<file path="src/rtl/hsk_pkg.sv">
package hsk_pkg;

    localparam int ADDR_W = 16;
    localparam int DATA_W = 32;

    typedef enum logic [1:0] {
        M_IDLE,
        M_SETUP,
        M_REQ,
        M_REL
    } mst_state_e;

    typedef enum logic [1:0] {
        S_IDLE,
        S_WAIT,
        S_HOLD
    } slv_state_e;

    typedef struct packed {
        logic              write;
        logic [ADDR_W-1:0] addr;
        logic [DATA_W-1:0] data;
    } bus_cmd_t;

    function automatic int cnt_w(input int n);
        return (n < 2) ? 1 : $clog2(n);
    endfunction

endpackage

</file>
<file path="src/rtl/hsk_sync2.sv">
module hsk_sync2 #(
    parameter int STAGES = 2
) (
    input  logic clk,
    input  logic rst,
    input  logic d,
    output logic q
);
    logic [STAGES-1:0] sr;

    always_ff @(posedge clk) begin
        if (rst) sr <= '0;
        else     sr <= {sr[STAGES-2:0], d};
    end

    assign q = sr[STAGES-1];
endmodule

</file>
<file path="src/rtl/hsk_decode_timer.sv">
module hsk_decode_timer
    import hsk_pkg::*;
#(
    parameter int CYC = 3
) (
    input  logic clk,
    input  logic rst,
    input  logic arm,
    output logic fire
);
    localparam int W = cnt_w(CYC);
    localparam logic [W-1:0] LAST = W'(CYC - 1);

    logic         armed;
    logic [W-1:0] cnt;

    always_ff @(posedge clk) begin
        if (rst) begin
            armed <= 1'b0;
            cnt   <= '0;
        end else if (arm) begin
            armed <= 1'b1;
            cnt   <= '0;
        end else if (armed) begin
            if (cnt == LAST) armed <= 1'b0;
            else             cnt   <= cnt + 1'b1;
        end
    end

    assign fire = armed && (cnt == LAST);
endmodule

</file>
<file path="src/rtl/hsk_master.sv">
module hsk_master
    import hsk_pkg::*;
#(
    parameter int DECODE_CYC = 3
) (
    input  logic              clk,
    input  logic              rst,
    input  logic              cmd_start_i,
    input  logic              cmd_write_i,
    input  logic [ADDR_W-1:0] cmd_addr_i,
    input  logic [DATA_W-1:0] cmd_wdata_i,
    output logic              cmd_done_o,
    output logic [DATA_W-1:0] cmd_rdata_o,
    output logic [ADDR_W-1:0] bus_addr_o,
    output logic              bus_write_o,
    output logic [DATA_W-1:0] bus_dout_o,
    input  logic [DATA_W-1:0] bus_din_i,
    output logic              bus_req_o,
    input  logic              bus_ack_i
);
    mst_state_e st;
    bus_cmd_t   cmd_q;
    logic       ack_s;
    logic       launch;
    logic       setup_done;

    hsk_sync2 #(.STAGES(2)) u_ack_sync (
        .clk (clk),
        .rst (rst),
        .d   (bus_ack_i),
        .q   (ack_s)
    );

    assign launch = (st == M_IDLE) && cmd_start_i;

    hsk_decode_timer #(.CYC(DECODE_CYC)) u_timer (
        .clk  (clk),
        .rst  (rst),
        .arm  (launch),
        .fire (setup_done)
    );

    always_ff @(posedge clk) begin
        if (rst) begin
            st          <= M_IDLE;
            cmd_q       <= '0;
            bus_req_o   <= 1'b0;
            cmd_done_o  <= 1'b0;
            cmd_rdata_o <= '0;
        end else begin
            cmd_done_o <= 1'b0;
            case (st)
                M_IDLE: begin
                    if (cmd_start_i) begin
                        cmd_q.write <= cmd_write_i;
                        cmd_q.addr  <= cmd_addr_i;
                        cmd_q.data  <= cmd_wdata_i;
                        st          <= M_SETUP;
                    end
                end
                M_SETUP: begin
                    if (setup_done) begin
                        bus_req_o <= 1'b1;
                        st        <= M_REQ;
                    end
                end
                M_REQ: begin
                    if (ack_s) begin
                        bus_req_o <= 1'b0;
                        if (!cmd_q.write) cmd_rdata_o <= bus_din_i;
                        st <= M_REL;
                    end
                end
                M_REL: begin
                    if (!ack_s) begin
                        cmd_done_o <= 1'b1;
                        st         <= M_IDLE;
                    end
                end
                default: st <= M_IDLE;
            endcase
        end
    end

    assign bus_addr_o  = cmd_q.addr;
    assign bus_write_o = cmd_q.write;
    assign bus_dout_o  = cmd_q.data;
endmodule

</file>
<file path="config.mk">
export PLATFORM = sky130hd
export DESIGN_NAME = hsk_master
export DESIGN_NICKNAME = d
export VERILOG_FILES = /design/src/rtl/hsk_pkg.sv /design/src/rtl/hsk_sync2.sv /design/src/rtl/hsk_decode_timer.sv /design/src/rtl/hsk_master.sv
export SDC_FILE = /design/constraint.sdc
export NUM_CORES = 1
export LEC_CHECK = 0
export CAP_MARGIN = 10
export CORE_UTILIZATION = 44
export CTS_BUF_LIST = sky130_fd_sc_hd__clkbuf_8
export DETAILED_ROUTE_END_ITERATION = 10
export GPL_ROUTABILITY_DRIVEN = 0
export MAX_ROUTING_LAYER = met4
export PLACE_DENSITY = 0.92
export SYNTH_ARGS = -nofsm -noshare
export SYNTH_HDL_FRONTEND = slang
export SYNTH_SLANG_ARGS = --single-unit
</file>
<file path="constraint.sdc">
create_clock -name clk -period 2.2 [get_ports clk]
set_input_delay 0.44 -clock clk [delete_from_list [all_inputs] [get_ports clk]]
set_output_delay 0.44 -clock clk [all_outputs]
set_load 0.01 [all_outputs]
</file>
==> impl_metrics.yaml <==
power:
  p_per_area_mw_per_mm2: 842
  p_leak_nw: 1.84
  vdd_ir_drop_max_mv: 0.517
floorplan:
  floorplan.initialDensity_pct: 46.5
  coreArea_sq_mm: 0.00691
  num_rows: 30
  die_h_um: 87.4
  io_pins: 168
  die_x_um: 87.4
  dieArea_sq_mm: 0.00764
grt:
  antenna_found_initial: 0
  first_global_vias: 3130
  grt_pass1_wl_um: 13300
  grt_remaining_overflow: 0
  gr-usage-all-layers_pct: 22.9
  grt_max_degree: 38
cells_and_area:
  drive_gt1_share_pct: 4.67
  diodes: 0
  nets: 644
  synthToLayoutAreaGrowth_pct: 58.5
detailed_routing:
  vias_per_cell: 4.83
  antenna_left: 0
  drt_pass1_iterations: 4
  wirelength_um: 8490
  drt_iter0_markers: 128
  vias: 3151
  detail_route.wl_per_cell_um: 13.0
  drc_errors: 0
synthesis:
  syn-num-nets: 487
  synth.cell_area_sq_mm: 0.00321
  syn-instance-count: 397
  seq_area_frac_synth_pct: 56.1
  synth.distinct_cells: 28
  synth_warnings: 0
  syn_avg_cell_area_sq_um: 8.09
  synth_seq_cells: 90
worst_hold_path:
  min_path_type: "reg -> reg"
clock_network:
  path_clk_slew_ps: 70
  cts_tree: "done"
  clock_sinks: 90
  clock-root-buffer: "clkbuf_8"
  post_cts_resized: 0
  cts-buffers-inserted: 9
  insertion_delay_ps: 340
  cts_setup_buffers: 0
  holdBufCountCts: 0
  htreeDepth: 3
  clockBufferDepth: 2
critical_path:
  critical_path_class: "reg -> out"
  worstPathRequired_ps: 1760
  crit_family: "buffers and inverters"
  crit_path_max_incr_delay_ps: 590
  startpoint_type: "register"
  cp_cell_sequence: "clkdlybuf4s50_1"
  slowest_stage: "clkdlybuf4s50_1"
  critPathMaxFanout: 3
  arrival_ps: 1280
  crit_buf_inv: 1
  end_kind: "output port"
placement:
  port_buffers: 167
  dp_slack_ps: 367
  hpwlAfterDp_um: 6300
sta:
  tightestPinTransition_ps: 585
  fin_skew_ps: 9.99
  period_share_pct: 78.0
  fin_crit_ps: 1720
  hold_violations: 0
  setup_ws_ps: 484
  max_clock_freq_mhz: 583
  max_slew_margin_pct: 61.0
  setup_violations: 0
  setup_tns_ps: 0
  rsz0062_at_grt: "false"
  drv_slew: 0
run_status:
  run_status: "completed"
job:
  drv_cap: 0
==> path summary, 6_finish.rpt <==
kind              cells after the start             from               to  slack (ps)
hold / removal                        2  cmd_rdata_o[25]  cmd_rdata_o[25]         450
setup reg to reg                      5            st[0]   cmd_rdata_o[8]         590
hold reg to reg                       2  cmd_rdata_o[25]  cmd_rdata_o[25]         450
setup / recovery                      1        bus_req_o        bus_req_o         480
==> area by class of cell <==
cell class	count	area, sq um
Inverter	5	18.8
Clock inverter	5	48.8
Fill cell	547	1820
Clock buffer	9	124
Timing Repair Buffer	174	1720
Multi-Input combinational cell	274	1260
Sequential cell	90	1800
Tap cell	96	120
==> cells in the mapped netlist (all sizes together) <==
cell / n / area (sq um)
a21oi: 82 / 410
nor3: 1 / 5.00
nand2: 163 / 612
o21ai: 1 / 5.00
a2111oi: 1 / 8.76
and3b: 1 / 10.0
a211oi: 1 / 7.51
a211o: 1 / 8.76
and2: 1 / 6.26
ha: 5 / 62.6
nand2b: 2 / 12.5
nor4: 1 / 6.26
nor2b: 3 / 18.8
a31oi: 1 / 6.26
or2: 1 / 6.26
dfxtp: 90 / 1800
a21boi: 1 / 7.51
mux2: 1 / 15.0
clkbuf: 16 / 70.1
inv: 5 / 18.8
nand3b: 1 / 7.51
mux2i: 1 / 10.0
buf: 12 / 66.3
nor3b: 1 / 7.51
xnor2: 1 / 8.76
nor2: 3 / 11.3
==> sequential cells by signal, indices dropped and copies added, names as in the netlist <==
| name | flops |
|---|---|
| bus_addr_o | 16 |
| bus_dout_o | 32 |
| bus_req_o | 1 |
| bus_write_o | 1 |
| cmd_done_o | 1 |
| cmd_rdata_o | 32 |
| st | 2 |
| u_ack_sync.sr | 2 |
| u_timer.armed | 1 |
| u_timer.cnt | 2 |
==> cell usage in the layout, fill, tap and decap left out, types with 2 or more instances in the layout <==
master           Yosys  layout
a21oi_1             82      82
buf_4                0       7
clkbuf_8             1       9
clkdlybuf4s50_1      0     166
clkinv_2             0       3
dfxtp_1             90      90
ha_1                 5       5
inv_1                5       6
nand2_1            163     162
nand2b_1             2       2
nor2_1               3       3
nor2b_1              3       3
==> cells by family after synthesis <==
kind of cell	after synthesis	share of synthesized area (%)
AND/OR/NAND/NOR	178	21.9
flip-flops	90	56.1
AO/OA/AOI/OAI	88	14.1
buffers and inverters	33	4.83
adder cells (fa/ha/maj)	5	1.95
multiplexers	2	0.779
XOR/XNOR	1	0.273
==> through the flow <==
| stage | hold slack [ps] | area, sq um | utilization, % | instances | total power [W] |
|---|---|---|---|---|---|
| after floorplan | 414 | 3210 | - | 397 | 0.00266 |
| after global placement | 425 | 4920 | 71.2 | 639 | 0.00326 |
| after detailed placement | 446 | 4920 | 71.2 | 639 | 0.00332 |
| after CTS | 456 | 5090 | 73.7 | 653 | 0.00433 |
| after global routing | 470 | 5090 | 73.7 | 653 | 0.00455 |
| final | 455 | 5090 | 73.7 | 653 | 0.00428 |
==> layer usage <==
layer  wire, um  vias up  global-route usage, %
met5          0        -                      -
met4        219        0                   11.5
met3        479       21                   5.21
met2       4260      117                   39.6
met1       3530     1432                   24.6
li1           -     1581                      -
==> where the power goes <==
group	switching [W]	internal [W]	leakage (nW)	total [W]
combinational	0.000645	0.000671	1.01	0.00132
clock	0.000509	0.000503	0.0959	0.00101
sequential	0.000118	0.00184	0.734	0.00196
total	0.00127	0.00301	1.84	0.00428
No activity file was read; power rests on OpenSTA's default activity.
